`src/rtl/mux_stage_pkg.sv`:
```
package mux_stage_pkg;
  localparam int unsigned DEF_DATA_W = 8;

  typedef enum logic {
    PH_A  = 1'b0,
    PH_BC = 1'b1
  } phase_e;
endpackage

```
`src/rtl/mux_stage_alu.sv`:
```
module mux_stage_alu #(
  parameter int unsigned DATA_W = 8
) (
  input  logic              sel_bc_i,
  input  logic [DATA_W-1:0] a_i,
  input  logic [DATA_W-1:0] b_i,
  input  logic [DATA_W-1:0] c_i,
  output logic [DATA_W-1:0] res_o
);
  logic [DATA_W-1:0] inc_a;
  logic [DATA_W-1:0] mix_d;
  logic [DATA_W-1:0] rot_d;

  assign inc_a = a_i + {{(DATA_W-1){1'b0}}, 1'b1};
  assign mix_d = b_i ^ c_i;

  // rotate left by one, msb wraps to bit 0
  generate
    if (DATA_W == 1) begin : g_rot1
      assign rot_d = mix_d;
    end else begin : g_rotn
      assign rot_d = {mix_d[DATA_W-2:0], mix_d[DATA_W-1]};
    end
  endgenerate

  assign res_o = sel_bc_i ? rot_d : inc_a;
endmodule

```
`src/rtl/mux_stage_ctrl.sv`:
```
module mux_stage_ctrl
  import mux_stage_pkg::*;
(
  input  logic   clk_i,
  input  logic   rst_ni,
  input  logic   a_valid_i,
  input  logic   b_valid_i,
  input  logic   c_valid_i,
  input  logic   buf_free_i,
  output logic   a_ready_o,
  output logic   b_ready_o,
  output logic   c_ready_o,
  output logic   load_o,
  output logic   sel_bc_o,
  output phase_e phase_o
);
  phase_e phase_q;
  logic   a_go;
  logic   bc_go;

  assign a_go  = rst_ni && (phase_q == PH_A) && buf_free_i;
  // B and C only move as a pair
  assign bc_go = rst_ni && (phase_q == PH_BC) && buf_free_i && b_valid_i && c_valid_i;

  assign a_ready_o = a_go;
  assign b_ready_o = bc_go;
  assign c_ready_o = bc_go;
  assign load_o    = (a_go && a_valid_i) || bc_go;
  assign sel_bc_o  = (phase_q == PH_BC);
  assign phase_o   = phase_q;

  always_ff @(posedge clk_i or negedge rst_ni) begin
    if (!rst_ni) begin
      phase_q <= PH_A;
    end else if (load_o) begin
      phase_q <= (phase_q == PH_A) ? PH_BC : PH_A;
    end
  end
endmodule

```
`src/rtl/mux_stage_obuf.sv`:
```
module mux_stage_obuf #(
  parameter int unsigned DATA_W = 8
) (
  input  logic              clk_i,
  input  logic              rst_ni,
  input  logic              load_i,
  input  logic [DATA_W-1:0] din_i,
  input  logic              x_ready_i,
  output logic              free_o,
  output logic              x_valid_o,
  output logic [DATA_W-1:0] x_data_o
);
  logic              valid_q;
  logic [DATA_W-1:0] data_q;

  // free when empty or draining this cycle
  assign free_o    = !valid_q || x_ready_i;
  assign x_valid_o = valid_q;
  assign x_data_o  = data_q;

  always_ff @(posedge clk_i or negedge rst_ni) begin
    if (!rst_ni) begin
      valid_q <= 1'b0;
      data_q  <= '0;
    end else if (load_i) begin
      valid_q <= 1'b1;
      data_q  <= din_i;
    end else if (x_ready_i) begin
      valid_q <= 1'b0;
    end
  end
endmodule

```
`src/rtl/mux_stage.sv`:
```
module mux_stage
  import mux_stage_pkg::*;
#(
  parameter int unsigned DATA_W = DEF_DATA_W
) (
  input  logic              clk_i,
  input  logic              rst_ni,
  input  logic              a_valid_i,
  input  logic [DATA_W-1:0] a_data_i,
  output logic              a_ready_o,
  input  logic              b_valid_i,
  input  logic [DATA_W-1:0] b_data_i,
  output logic              b_ready_o,
  input  logic              c_valid_i,
  input  logic [DATA_W-1:0] c_data_i,
  output logic              c_ready_o,
  output logic              x_valid_o,
  output logic [DATA_W-1:0] x_data_o,
  input  logic              x_ready_i
);
  logic              buf_free;
  logic              load;
  logic              sel_bc;
  phase_e            phase;
  logic [DATA_W-1:0] res;

  mux_stage_ctrl u_ctrl (
    .clk_i     (clk_i),
    .rst_ni    (rst_ni),
    .a_valid_i (a_valid_i),
    .b_valid_i (b_valid_i),
    .c_valid_i (c_valid_i),
    .buf_free_i(buf_free),
    .a_ready_o (a_ready_o),
    .b_ready_o (b_ready_o),
    .c_ready_o (c_ready_o),
    .load_o    (load),
    .sel_bc_o  (sel_bc),
    .phase_o   (phase)
  );

  mux_stage_alu #(.DATA_W(DATA_W)) u_alu (
    .sel_bc_i(sel_bc),
    .a_i     (a_data_i),
    .b_i     (b_data_i),
    .c_i     (c_data_i),
    .res_o   (res)
  );

  mux_stage_obuf #(.DATA_W(DATA_W)) u_obuf (
    .clk_i    (clk_i),
    .rst_ni   (rst_ni),
    .load_i   (load),
    .din_i    (res),
    .x_ready_i(x_ready_i),
    .free_o   (buf_free),
    .x_valid_o(x_valid_o),
    .x_data_o (x_data_o)
  );
endmodule

```
`config.mk`:
```
export PLATFORM = sky130hd
export DESIGN_NAME = mux_stage
export DESIGN_NICKNAME = d
export VERILOG_FILES = /design/src/rtl/mux_stage_pkg.sv /design/src/rtl/mux_stage_alu.sv /design/src/rtl/mux_stage_ctrl.sv /design/src/rtl/mux_stage_obuf.sv /design/src/rtl/mux_stage.sv
export SDC_FILE = /design/constraint.sdc
export NUM_CORES = 1
export LEC_CHECK = 0
export BUFFER_PORTS_ARGS = -buffer_cell sky130_fd_sc_hd__buf_2
export CORE_MARGIN = 8
export CORE_UTILIZATION = 44
export DETAILED_ROUTE_END_ITERATION = 10
export PLACE_DENSITY = 0.93
export SLEW_MARGIN = 0
export SYNTH_ARGS = -nofsm -noshare
export SYNTH_HDL_FRONTEND = slang
export SYNTH_SLANG_ARGS = --single-unit
```
`constraint.sdc`:
```
create_clock -name clk_i -period 3.8 [get_ports clk_i]
set_input_delay 0.19 -clock clk_i [delete_from_list [all_inputs] [get_ports clk_i]]
set_output_delay 0.19 -clock clk_i [all_outputs]
set_load 0.02 [all_outputs]
```
==> flow_summary.ini <==
[run_status]
outcome = complete, no violations

[synthesis]
synthTopCellsByCount = nand2_1 (12), dfrtp_1 (10), xnor2_1 (10)
synth_top_cell_by_area = dfrtp_1
netlist_area_sq_um = 683
synth_top_area_frac = 0.366
yosysMostFrequentCell = nand2_1
yosys_warnings = 0
synth_compound_area_frac = 0.179
synth_top_family_by_area = simple AND/OR/NAND/NOR gates
yosys-top-cells-area = dfrtp_1 (37%), xnor2_1 (13%), nand2_1 (6.6%)
syn_nets = 108
ys_ff_latch = 10
syn_avg_cell_area_sq_um = 8.87
synth_fa_ha_area_frac = 0.0183
synth_ff_type = dfrtp_1
synth_xor_area_frac = 0.154
synth_edf_count = 0
syn_inst = 77
async_flop_share = 1.00
synth_cell_types = 27
synthMuxAreaShare = 0.0147
ys_seq_area_frac = 0.366
synth-simple-area-share = 0.223

[pwr]
pwr-share-seq = 0.385
switching_share = 0.427
netSwitchingPower_uw = 202
p_per_area_mw_per_mm2 = 516
pwr-share-comb = 0.459
ir_drop_mv = 0.229
p_int_uw = 271
clkPwrFrac = 0.155
power_uw = 474
power.leakage_nw = 0.473

[finish]
fillers = 134
fin_cells = 135
multi_input_area_sq_um = 403
seq_area_sq_um = 250
fin_util = 0.617
nNetsFinal = 152
antenna_cells = 0
areaGrowthSynthToFinish_pct = 34.4
drive_above_1_share = 0.412

[critical_path]
cp_max_fo = 13
critPathMaxStageDelay_ns = 0.58
crit_chain = and3_4 > and3_1 > buf_2
timing.critical_path.buf_inv = 1
path_class = flip-flop to primary output
critPathRequiredTime_ns = 3.61
crit_path_end_kind = primary output
crit_family = flip-flops
arrival_ns = 1.52
cp_slowest_cell = dfrtp_1
startpoint_type = flip-flop

[placement]
post-dp-hpwl_um = 1610
place_ws_ns = 2.19
placed_cells = 131
gp_congestion = 0.798
port_buffers = 41

[route]
routed_wl_um = 1920
viasPerCell = 5.22
wl_per_cell_um = 14.2
ant_nets = 0
drc = 0
vias = 705
drt-initial-drc-count = 11
drt_pass1_iterations = 4

[grt]
antenna_found_initial = 0
grt_max_degree = 18
grt_pass1_wl_um = 3060
grt_overflow = 0
grt_pass1_vias = 697
grt_usage = 0.122

[clocking]
cts_resized = 0
cts_tree = done
root_buffer = clkbuf_4
path_clk_slew_ns = 0.06
clock_sinks = 10
cts_made_buffers = 3
clk_latency_ns = 0.27
cts_buffer_depth = 2
h-tree-depth = 1

[floorplan]
die-height_um = 55.4
core_sq_mm = 0.00149
initial_utilization = 0.459
die_x_um = 55.4
dieArea_sq_mm = 0.00307
io_pins = 42
rows = 14

[run]
cap_violations = 0

[timing]
fmax_mhz = 584
tightest_slew_ns = 0.454
fin_worst_skew_ns = 0.00214
worst_slack_ns = 2.09
hold_violations = 0
timing.final.crit_share = 0.451
rsz0062_at_grt = no
maxSlewHeadroom = 0.696
slew_violations = 0
setup_viol = 0
finalSetupTns_ns = 0
fin_crit_ns = 1.71

[min_path]
hold_path.class = primary input to flip-flop
## power groups by stage
| stage | clock network, mW | registers (mW) | logic [mW] |
|---|---|---|---|
| 2_1_floorplan | 0 | 0.228 | 0.0880 |
| 3_3_place_gp | 0 | 0.181 | 0.212 |
| 3_5_place_dp | 0 | 0.184 | 0.220 |
| 4_1_cts | 0.0735 | 0.183 | 0.221 |
| 5_1_grt | 0.0788 | 0.187 | 0.238 |
| 6_report | 0.0736 | 0.182 | 0.218 |
## stage by stage
step	hold slack [ns]	area [sq um]
final	0.203	918
after global routing	0.229	918
after CTS	0.199	918
after detailed placement	0.0962	886
after global placement	0.0828	886
after floorplan	-0.106	683
## state kept, by name, summed over array words and instances, names as in the netlist
| name | count |
|---|---|
| u_ctrl.phase_o | 1 |
| u_obuf.x_data_o | 8 |
| u_obuf.x_valid_o | 1 |
## worst paths after layout
check / slack [ns] / cells past startpoint / startpoint / to
max: 2.09 / 3 / u_ctrl.phase_o / c_ready_o
min: 0.20 / 3 / a_valid_i / u_ctrl.phase_o
max reg2reg: 2.17 / 4 / u_ctrl.phase_o / u_obuf.x_data_o[7]
min reg2reg: 0.49 / 2 / u_obuf.x_data_o[1] / u_obuf.x_data_o[1]
max in group asynchronous: 3.22 / 2 / rst_ni / u_obuf.x_valid_o
min in group asynchronous: 0.34 / 2 / rst_ni / u_obuf.x_data_o[4]
## layer usage
| layer | track usage | vias up | wire length (um) |
|---|---|---|---|
| li1 | - | 350 | - |
| met1 | 0.111 | 320 | 709 |
| met2 | 0.212 | 31 | 984 |
| met3 | 0.0457 | 4 | 171 |
| met4 | 0.0951 | 0 | 53 |
| met5 | 0 | - | 0 |
## layout by cell type (no fill, tap or decap), types with 2 or more instances in the layout
master / netlist / layout
nor2_1: 4 / 4
nand3_2: 2 / 2
a21oi_1: 5 / 5
inv_1: 2 / 2
nand2_1: 12 / 12
and3_1: 2 / 2
nand3_1: 3 / 3
xnor2_1: 10 / 10
o31ai_1: 2 / 2
buf_2: 0 / 41
xor2_1: 2 / 2
dfrtp_1: 10 / 10
o21ai_1: 6 / 6
o21ai_0: 3 / 3
clkbuf_4: 0 / 3
## logic make-up (layout without fill, tap and decap cells)
group / after synthesis / in the layout
compound gates: 19 / 19
xor+xnor: 12 / 12
fa+ha+maj: 1 / 1
buf+inv: 5 / 47
flops: 10 / 10
mux: 1 / 1
simple gates: 29 / 29
## final cells by class
| cell class | instances | share of cell area |
|---|---|---|
| sequential | 10 | 0.272 |
| inverter | 2 | 0.00817 |
| multi-input combinational | 62 | 0.439 |
| clock buffer | 3 | 0.0245 |
| timing repair buffer | 42 | 0.234 |
| tap | 16 | 0.0218 |
## worst min-delay path, stage by stage
cell and delay (ns):
buf_2 0.11, nand3_1 0.07, a21oi_1 0.06
## repair_timing
item | in CTS | in global routing
endpoints found under the setup margin | 0 | 0
hold buffers | 1 | 0
hold endpoints to repair | 10 | 0
buffers inserted | 0 | 0
(Power assumes the default switching activity.)
